[src/rtl/csr_bytelink_pkg.sv]
package csr_bytelink_pkg;
  localparam int BYTE_W = 8;
  localparam int LANE_W = BYTE_W + 1;

  typedef logic [LANE_W-1:0] lane_t;

  // parity bit that makes the whole lane XOR to 1
  function automatic logic odd_bit(input logic [BYTE_W-1:0] b);
    return ~(^b);
  endfunction

  function automatic logic lane_ok(input lane_t l);
    return ^l;
  endfunction
endpackage

[src/rtl/csr_seq.sv]
module csr_seq #(
  parameter int ADDR_W    = 4,
  parameter int NUM_BYTES = 4,
  localparam int BIDX_W   = $clog2(NUM_BYTES),
  localparam int CNT_W    = BIDX_W + 1
) (
  input  logic              clk,
  input  logic              rst_n,
  input  logic              cmd_valid,
  input  logic              cmd_write,
  input  logic [ADDR_W-1:0] cmd_addr,
  input  logic              cmd_poison,
  output logic              busy,
  output logic              is_write,
  output logic [ADDR_W-1:0] addr_q,
  output logic              poison_q,
  output logic [BIDX_W-1:0] byte_idx,
  output logic              ld_en
);
  localparam logic [CNT_W-1:0] CNT_LAST = CNT_W'(2 * NUM_BYTES - 1);

  logic [CNT_W-1:0]  cnt, cnt_nx;
  logic              busy_nx, wr_nx, pois_nx;
  logic [ADDR_W-1:0] addr_nx;
  logic              take;

  assign take = cmd_valid & ~busy;

  always_comb begin
    busy_nx = busy;
    cnt_nx  = cnt;
    wr_nx   = is_write;
    addr_nx = addr_q;
    pois_nx = poison_q;
    if (take) begin
      busy_nx = 1'b1;
      cnt_nx  = '0;
      wr_nx   = cmd_write;
      addr_nx = cmd_addr;
      pois_nx = cmd_poison;
    end else if (busy) begin
      cnt_nx = cnt + CNT_W'(1);
      if (cnt == CNT_LAST) begin
        busy_nx = 1'b0;
        cnt_nx  = '0;
      end
    end
  end

  always_ff @(posedge clk or negedge rst_n) begin
    if (!rst_n) begin
      busy     <= 1'b0;
      cnt      <= '0;
      is_write <= 1'b0;
      addr_q   <= '0;
      poison_q <= 1'b0;
    end else begin
      busy     <= busy_nx;
      cnt      <= cnt_nx;
      is_write <= wr_nx;
      addr_q   <= addr_nx;
      poison_q <= pois_nx;
    end
  end

  assign byte_idx = cnt[CNT_W-1:1];
  assign ld_en    = busy & cnt[0];

  assert_start_R2: assert property (@(posedge clk) disable iff (!rst_n)
    (!busy && cmd_valid) |=> (busy && cnt == '0));
  assert_step_R2: assert property (@(posedge clk) disable iff (!rst_n)
    (busy && cnt != CNT_LAST) |=> (busy && cnt == $past(cnt) + CNT_W'(1)));
  assert_len_R2: assert property (@(posedge clk) disable iff (!rst_n)
    $fell(busy) |-> ($past(cnt) == CNT_LAST));
  assert_ignore_R2: assert property (@(posedge clk) disable iff (!rst_n)
    (busy && cmd_valid) |=> ($stable(addr_q) && $stable(is_write)));
  assert_ld_pulse_R6: assert property (@(posedge clk) disable iff (!rst_n)
    ld_en |=> !ld_en);
endmodule

[src/rtl/csr_regs.sv]
module csr_regs
  import csr_bytelink_pkg::*;
#(
  parameter int ADDR_W   = 4,
  parameter int NUM_REGS = 4,
  parameter int DATA_W   = 32,
  localparam int NUM_BYTES = DATA_W / BYTE_W,
  localparam int BIDX_W    = $clog2(NUM_BYTES)
) (
  input  logic                             clk,
  input  logic                             rst_n,
  input  logic                             wr_en,
  input  logic [ADDR_W-1:0]                addr,
  input  logic [BIDX_W-1:0]                byte_idx,
  input  lane_t                            lane_in,
  output logic [NUM_REGS-1:0][DATA_W-1:0]  regs
);
  logic mapped, par_ok, wr_hit;

  assign mapped = ({1'b0, addr} < (ADDR_W + 1)'(NUM_REGS));
  assign par_ok = lane_ok(lane_in);
  assign wr_hit = wr_en & par_ok & mapped;

  for (genvar r = 0; r < NUM_REGS; r++) begin : g_reg
    for (genvar b = 0; b < NUM_BYTES; b++) begin : g_byte
      logic ce;
      assign ce = wr_hit & (addr == ADDR_W'(r)) & (byte_idx == BIDX_W'(b));
      always_ff @(posedge clk or negedge rst_n) begin
        if (!rst_n)  regs[r][b*BYTE_W +: BYTE_W] <= '0;
        else if (ce) regs[r][b*BYTE_W +: BYTE_W] <= lane_in[BYTE_W-1:0];
      end
    end
  end

  assert_drop_bad_R7: assert property (@(posedge clk) disable iff (!rst_n)
    (wr_en && !lane_ok(lane_in)) |=> $stable(regs));
  assert_unmapped_wr_R9: assert property (@(posedge clk) disable iff (!rst_n)
    (wr_en && !mapped) |=> $stable(regs));
endmodule

[src/rtl/csr_rdmux.sv]
module csr_rdmux
  import csr_bytelink_pkg::*;
#(
  parameter int ADDR_W   = 4,
  parameter int NUM_REGS = 4,
  parameter int DATA_W   = 32,
  localparam int NUM_BYTES = DATA_W / BYTE_W,
  localparam int BIDX_W    = $clog2(NUM_BYTES)
) (
  input  logic                             clk,
  input  logic                             rst_n,
  input  logic [NUM_REGS-1:0][DATA_W-1:0]  regs,
  input  logic [ADDR_W-1:0]                addr,
  input  logic [BIDX_W-1:0]                byte_idx,
  input  logic                             poison,
  output lane_t                            lane_out
);
  logic [DATA_W-1:0] sel_reg;
  logic [BYTE_W-1:0] sel_byte;

  // first selector: register by address, zero when unmapped
  always_comb begin
    sel_reg = '0;
    for (int r = 0; r < NUM_REGS; r++) begin
      if (addr == ADDR_W'(r)) sel_reg = regs[r];
    end
  end

  // second selector: byte by sequencer phase
  assign sel_byte = sel_reg[byte_idx*BYTE_W +: BYTE_W];
  assign lane_out = {odd_bit(sel_byte) ^ poison, sel_byte};

  assert_unmapped_rd_R9: assert property (@(posedge clk) disable iff (!rst_n)
    ({1'b0, addr} >= (ADDR_W + 1)'(NUM_REGS)) |-> (lane_out[BYTE_W-1:0] == '0));
endmodule

[src/rtl/csr_bytelink.sv]
module csr_bytelink
  import csr_bytelink_pkg::*;
#(
  parameter int ADDR_W   = 4,
  parameter int NUM_REGS = 4,
  parameter int DATA_W   = 32,
  localparam int NUM_BYTES = DATA_W / BYTE_W,
  localparam int BIDX_W    = $clog2(NUM_BYTES)
) (
  input  logic              clk,
  input  logic              rst_n,
  input  logic              cmd_valid,
  input  logic              cmd_write,
  input  logic [ADDR_W-1:0] cmd_addr,
  input  logic              cmd_poison,
  input  logic [8:0]        bus_in,
  output logic [8:0]        bus_out,
  output logic              bus_oe,
  output logic              rd_par_err
);
  logic                            busy, is_write, poison_q, ld_en;
  logic [ADDR_W-1:0]               addr_q;
  logic [BIDX_W-1:0]               byte_idx;
  logic [NUM_REGS-1:0][DATA_W-1:0] regs;
  lane_t                           lane_rd;
  logic                            err_nx;

  csr_seq #(.ADDR_W(ADDR_W), .NUM_BYTES(NUM_BYTES)) u_seq (
    .clk(clk), .rst_n(rst_n), .cmd_valid(cmd_valid), .cmd_write(cmd_write),
    .cmd_addr(cmd_addr), .cmd_poison(cmd_poison), .busy(busy),
    .is_write(is_write), .addr_q(addr_q), .poison_q(poison_q),
    .byte_idx(byte_idx), .ld_en(ld_en));

  csr_regs #(.ADDR_W(ADDR_W), .NUM_REGS(NUM_REGS), .DATA_W(DATA_W)) u_regs (
    .clk(clk), .rst_n(rst_n), .wr_en(ld_en & is_write), .addr(addr_q),
    .byte_idx(byte_idx), .lane_in(bus_in), .regs(regs));

  csr_rdmux #(.ADDR_W(ADDR_W), .NUM_REGS(NUM_REGS), .DATA_W(DATA_W)) u_mux (
    .clk(clk), .rst_n(rst_n), .regs(regs), .addr(addr_q), .byte_idx(byte_idx),
    .poison(poison_q), .lane_out(lane_rd));

  assign bus_oe  = busy & ~is_write;
  assign bus_out = bus_oe ? lane_rd : '0;

  assign err_nx = ld_en & ~is_write & ~lane_ok(bus_in);

  always_ff @(posedge clk or negedge rst_n) begin
    if (!rst_n) rd_par_err <= 1'b0;
    else        rd_par_err <= err_nx;
  end

  assert_oe_rd_only_R10: assert property (@(posedge clk) disable iff (!rst_n)
    bus_oe |-> (busy && !is_write));
  assert_odd_par_R4: assert property (@(posedge clk) disable iff (!rst_n)
    (bus_oe && !poison_q) |-> (^bus_out));
  assert_poison_R5: assert property (@(posedge clk) disable iff (!rst_n)
    (bus_oe && poison_q) |-> !(^bus_out));
  assert_err_pulse_R8: assert property (@(posedge clk) disable iff (!rst_n)
    rd_par_err |-> !$past(is_write));
endmodule

[config.mk]
export PLATFORM = sky130hd
export DESIGN_NAME = csr_bytelink
export DESIGN_NICKNAME = d
export VERILOG_FILES = /design/src/rtl/csr_bytelink_pkg.sv /design/src/rtl/csr_seq.sv /design/src/rtl/csr_regs.sv /design/src/rtl/csr_rdmux.sv /design/src/rtl/csr_bytelink.sv
export SDC_FILE = /design/constraint.sdc
export NUM_CORES = 1
export LEC_CHECK = 0
export ABC_AREA = 0
export BUFFER_PORTS_ARGS = -buffer_cell sky130_fd_sc_hd__buf_2
export CORE_ASPECT_RATIO = 0.6
export CORE_MARGIN = 4
export CORE_UTILIZATION = 58
export CTS_BUF_LIST = sky130_fd_sc_hd__clkbuf_4
export DETAILED_ROUTE_END_ITERATION = 10
export GPL_TIMING_DRIVEN = 0
export PLACE_DENSITY = 0.8
export SLEW_MARGIN = 20
export SYNTH_ARGS = -nofsm -noshare
export SYNTH_HDL_FRONTEND = slang
export SYNTH_SLANG_ARGS = --single-unit
[constraint.sdc]
create_clock -name clk -period 2.8 [get_ports clk]
set_input_delay 0.56 -clock clk [delete_from_list [all_inputs] [get_ports clk]]
set_output_delay 0.56 -clock clk [all_outputs]
set_load 0.05 [all_outputs]
Word-level counts from Yosys, hierarchy flattened

Cells that the tools add are included.

Register bits after elaboration: 139
Input bits: 18
Output and inout bits: 11
Word-level logic and storage cells: 81

Add/subtract/negate cells: 1
Order comparisons: 1
Equal/unequal tests: 7
Shift-type cells: 1
Multiplexer cells: 11
Bitwise operators: 33
Reduce and logical (&&, ||, !) cells: 5

Operators by type and width:

| kind                | count |
|---|---|
| $mux 32             | 4 |
| $shiftx 32x6->8     | 1 |
| $and 1x1->1         | 28 |
| $mux 3              | 3 |
| $mux 9              | 1 |
| $reduce_xor 9->1    | 1 |
| $eq 4x2->1 const B  | 2 |
| $reduce_xor 8->1    | 1 |
| $eq 2x2->1 const B  | 2 |
| $eq 4x1->1 const B  | 1 |
| $logic_not 4->1     | 1 |
| $lt 4x3->1 const B  | 1 |
| $not 1->1           | 4 |
| $add 3x1->3 const B | 1 |
| $eq 3x3->1 const B  | 1 |
| $mux 1              | 3 |
| $eq 2x1->1 const B  | 1 |
| $logic_not 2->1     | 1 |
| $reduce_bool 2->1   | 1 |
| $xor 1x1->1         | 1 |

Depth between registers and ports, before layout

Depth in word-level cells: 10
Mapped depth: 12
Mapped depth without buffers: 8

Cells and area by module

A second synthesis with hierarchy kept.

Cell total of the unflattened synthesis: 511
Area, all modules: 7500.9 µm²

Modules (own cells, without submodules):

| module       | instances | cells an instance | area each (µm²) | seq. area each (µm²) |
|---|---|---|---|---|
| csr_regs     | 1         | 341               | 5547.8          | 3203.1 |
| csr_rdmux    | 1         | 120               | 1307.5          | 0.0 |
| csr_seq      | 1         | 29                | 449.2           | 250.2 |
| csr_bytelink | 1         | 21                | 196.4           | 25.0 |

Least setup slack after synthesis

Ideal clock, no wire load.

Path type: register to output
Start: reg u_seq.addr_q[0]
End: out bus_out[8]
Arrival time: 2921 ps
Data required time: 2240 ps
Slack: -681 ps
Stages on the path, launching flop included: 10
Path buffers: 3
Cell sequence: dfrtp_1 -> buf_4 -> buf_6 -> buf_6 -> mux4_2 -> mux4_2 -> nand2_1 -> xnor2_1 -> xnor3_1 -> nor2_1

Cells in the longest elaborated chain, start to end: 10
Elaborated cells on any way between the ends: 13
Those cells by class: 3 x eq/ne; 1 x shift; 5 x mux; 2 x bitwise; 2 x reduce/logical

Ends and longest elaborated chain:

| element                | RTL line              | RTL |
|---|---|---|
| start, declared        | csr_seq.sv:15         | `output logic [ADDR_W-1:0] addr_q,` |
| start signal, assigned | csr_seq.sv:61         | `addr_q <= addr_nx;` |
| $logic_not 4->1        | csr_rdmux.sv:25       | `if (addr == ADDR_W'(r)) sel_reg = regs[r];` |
| $mux 32 (3 in series)  | csr_rdmux.sv:25       |  |
| $mux 32 *              | csr_rdmux.sv:25       |  |
| $shiftx 32x6->8 *      | csr_rdmux.sv:30       | `assign sel_byte = sel_reg[byte_idx*BYTE_W +: BYTE_W];` |
| $reduce_xor 8->1 *     | csr_bytelink_pkg.sv:9 | `return ~(^b);` |
| $not 1->1 *            | csr_bytelink_pkg.sv:9 |  |
| $xor 1x1->1 *          | csr_rdmux.sv:31       | `assign lane_out = {odd_bit(sel_byte) ^ poison, sel_byte};` |
| $mux 9 *               | csr_bytelink.sv:43    | `assign bus_out = bus_oe ? lane_rd : '0;` |
| end, declared          | csr_bytelink.sv:17    | `output logic [8:0] bus_out,` |

Mark *: on every way between the ends. The rest lies on a longest branch, timed or not.

Worst setup path in the final report

Ends and elaborated chain as after synthesis.

==> results.sh <==
export IMPL_vias=4684
export IMPL_netlist_area_leader_share_pct=50.3
export IMPL_antennaDiodeCount=0
export IMPL_violations="setup timing"
export IMPL_final_setup_skew_ns=0.0210
export IMPL_p_leak_nw=3.94
export IMPL_row_count=30
export IMPL_hold_viol=0
export IMPL_grt_start_max_net_pins=71
export IMPL_setup_viol=9
export IMPL_yosysUniqueCellTypes=51
export IMPL_drc_errors=0
export IMPL_vias_per_cell=6.38
export IMPL_slew_viol_final=0
export IMPL_routed_wl_um=18100
export IMPL_die_h_um=92.6
export IMPL_boundaryPins=29
export IMPL_layout_drive_gt1_share_pct=45.8
export IMPL_n_fill_cell=807
export IMPL_final_cells=734
export IMPL_die_w_um=149
export IMPL_cap_viol_max_count=0
export IMPL_drtIter0Drc=422
export IMPL_drt_antenna_violating_nets=0
export IMPL_p_per_area_mw_per_mm2=996
export IMPL_critPathRequiredTime_ns=2.24
export IMPL_syn_inst=499
export IMPL_cp_end_kind="output port"
export IMPL_synthTopCellsByArea="dfrtp_1 50%, mux2_2 19%, mux4_2 4.9%, nor2_8 3.5%, mux2_1 3.4%"
export IMPL_antenna_found_initial=0
export IMPL_synth_area_mm2=0.00691
export IMPL_max_clock_freq_ghz=0.259
export IMPL_hold_depth=2
export IMPL_dp_cells=688
export IMPL_rsz0062_at_grt="yes"
export IMPL_hpwlAfterDp_um=12000
export IMPL_grt_pass1_vias=4704
export IMPL_clkLatencyLatePin_ns=0.55
export IMPL_port_buffers=28
export IMPL_grt_pass1_wl_um=27500
export IMPL_clk_pin_slew_worst_paths_ns=0.14
export IMPL_slowest_delay_ns=0.43
export IMPL_synth_top_area_cell="dfrtp_1"
export IMPL_crit_arrival_ns=3.30
export IMPL_syn_nets=519
export IMPL_post_place_ws_ns=-1.07
export IMPL_synthMostInstantiatedCell="dfrtp_1"
export IMPL_core_area_mm2=0.0115
export IMPL_seq_area_frac_synth_pct=50.3
export IMPL_synth_main_ff_cell="dfrtp_1"
export IMPL_synth_edff_count=0
export IMPL_dieArea_mm2=0.0138
export IMPL_cts_sinks=139
export IMPL_wire_per_inst_um=24.6
export IMPL_synth_async_reset_ratio_pct=100
export IMPL_worst_pin_slew_ns=0.847
export IMPL_peakVddDrop_mv=0.436
export IMPL_cts_tree="done"
export IMPL_syn2layout_area_growth_pct=15.4
export IMPL_clock_root_buffer="clkbuf_4"
export IMPL_synth_common_cells="139 x dfrtp_1, 118 x mux2_2, 21 x mux2_1, 21 x mux2i_1, 20 x clkbuf_1"
export IMPL_cts_buffers=17
export IMPL_status="finished, violations left"
export IMPL_crit_slowest_cell="dfrtp_1"
export IMPL_nNetsFinal=581
export IMPL_fin_setup_tns_ns=-3.95
export IMPL_cts_path_max_buffers=2
export IMPL_period_minus_slack_ns=3.86
export IMPL_hold_class="primary input to flop"
export IMPL_startpoint_type="flop"
export IMPL_reg2regPathDepth=6
export IMPL_grt_usage_pct=26.8
export IMPL_synth_avg_cell_area_um2=13.9
export IMPL_ys_warnings_count=0
export IMPL_finalWeightedCongestion=0.926
export IMPL_first_pass_iters=5
export IMPL_synth_ff_latch_count=139
export IMPL_path_class="flop to output port"
export IMPL_crit_fanout=10
export IMPL_setup_ws_ns=-1.06
export IMPL_gr_total_overflow=0
export IMPL_path_cells="buf_12 -> buf_6 -> mux2i_1 -> a211oi_2 -> o21ai_2 -> o211ai_1 -> xor2_1 -> xnor3_1 -> xnor3_1 -> nor2_2 -> buf_6"
export IMPL_ctsHtreeMaxLevel=4
export IMPL_relSlewSlack_pct=43.5
export IMPL_initial_core_util_pct=60.2
export IMPL_fin_crit_sh_pct=138
==> sequential cells by signal (all words and copies together) (netlist names) <==
signal	flops
rd_par_err	1
u_regs.regs	128
u_seq.addr_q	4
u_seq.busy	1
u_seq.cnt	3
u_seq.is_write	1
u_seq.poison_q	1
==> stage by stage <==
step	total power (W)	utilization (%)	hold slack (ns)	instance area (um2)
6_report	0.00795	69.5	0.236	7980
5_1_grt	0.00831	69.5	0.211	7980
4_1_cts	0.00767	68.1	0.214	7820
3_5_place_dp	0.00600	63.6	0.473	7300
3_3_place_gp	0.00587	63.2	0.461	7260
2_1_floorplan	0.00515	-	0.264	6920
==> power breakdown <==
group	total [W]	internal (W)	switching, W	leakage, nW
Combinational	0.00372	0.00179	0.00193	1.93
Clock	0.00135	0.000545	0.000802	0.151
Sequential	0.00289	0.00255	0.000333	1.86
Total	0.00795	0.00488	0.00307	3.94
==> worst paths after layout <==
path	start	end	slack, ns
max reg2reg	u_seq.addr_q[2]	u_regs.regs[123]	0.11
min	cmd_addr[2]	u_seq.addr_q[2]	0.24
min reg2reg	u_regs.regs[43]	u_regs.regs[43]	0.51
max in group asynchronous	rst_n	u_regs.regs[67]	1.52
min in group asynchronous	rst_n	u_regs.regs[37]	0.54
max	u_seq.addr_q[0]	bus_out[8]	-1.06
==> logic make-up (layout without fill, tap and decap cells) <==
family                     Yosys count  count (layout)  synth area share [%]
DFF                                139             139                  50.3
AOI/OAI and AO/OA                   54              54                  5.19
adders and majority gates            2               2                 0.362
xor gates and xnor gates            13              13                  2.24
buffers and inverters               38             113                  2.79
muxes                              175             175                  30.6
and+or+nand+nor                     78              78                  8.54
==> layer usage <==
metal	routed length, um	GRT usage, %
met1	7860	40.6
met5	0	0
met4	465	9.14
met2	7850	37.9
met3	1900	6.60
==> final cells by class <==
class / count / area, um2 / share of cell area, %
Buffer: 32 / 264 / 3.31
Clock buffer: 17 / 128 / 1.60
Clock inverter: 15 / 164 / 2.05
Multi-Input combinational cell: 322 / 3320 / 41.7
Timing Repair Buffer: 46 / 407 / 5.10
Inverter: 3 / 11.3 / 0.141
Sequential cell: 139 / 3480 / 43.6
Tap cell: 160 / 200 / 2.51
==> worst max-delay path, delay by kind of cell (launching register included) <==
| family | cells | cell delay (ns) |
|---|---|---|
| mux | 1 | 0.14 |
| compound gates | 3 | 0.68 |
| buf+inv | 3 | 0.49 |
| xor+xnor | 3 | 0.93 |
| simple gates | 1 | 0.10 |
| flops | 1 | 0.43 |
==> repair_timing <==
item | in CTS | in global routing
cloned | 0 | 2
endpoints found under the hold margin | 69 | 0
setup endpoints to repair | 67 | 17
gates resized for setup | 64 | 14
pin swaps | 6 | 3
hold buffers | 1 | 0
buffers inserted | 7 | 7
==> cells in the final DEF, fill, tap and decap left out, drive strengths merged, types with 3 or more instances in the layout <==
cell / netlist / layout
nor2: 27 / 27
dfrtp: 139 / 139
nor3: 3 / 3
xnor3: 3 / 3
xnor2: 8 / 8
clkinv: 0 / 6
nand2b: 5 / 5
mux4: 15 / 15
clkbuf: 20 / 36
o21ai: 17 / 17
inv: 3 / 8
mux2: 139 / 139
o211ai: 4 / 4
a211oi: 5 / 5
nand3b: 5 / 5
mux2i: 21 / 21
buf: 15 / 58
a21oi: 9 / 9
nand3: 4 / 4
nor2b: 3 / 3
nand2: 17 / 17
Note: power is estimated with default switching activity, not from simulation.
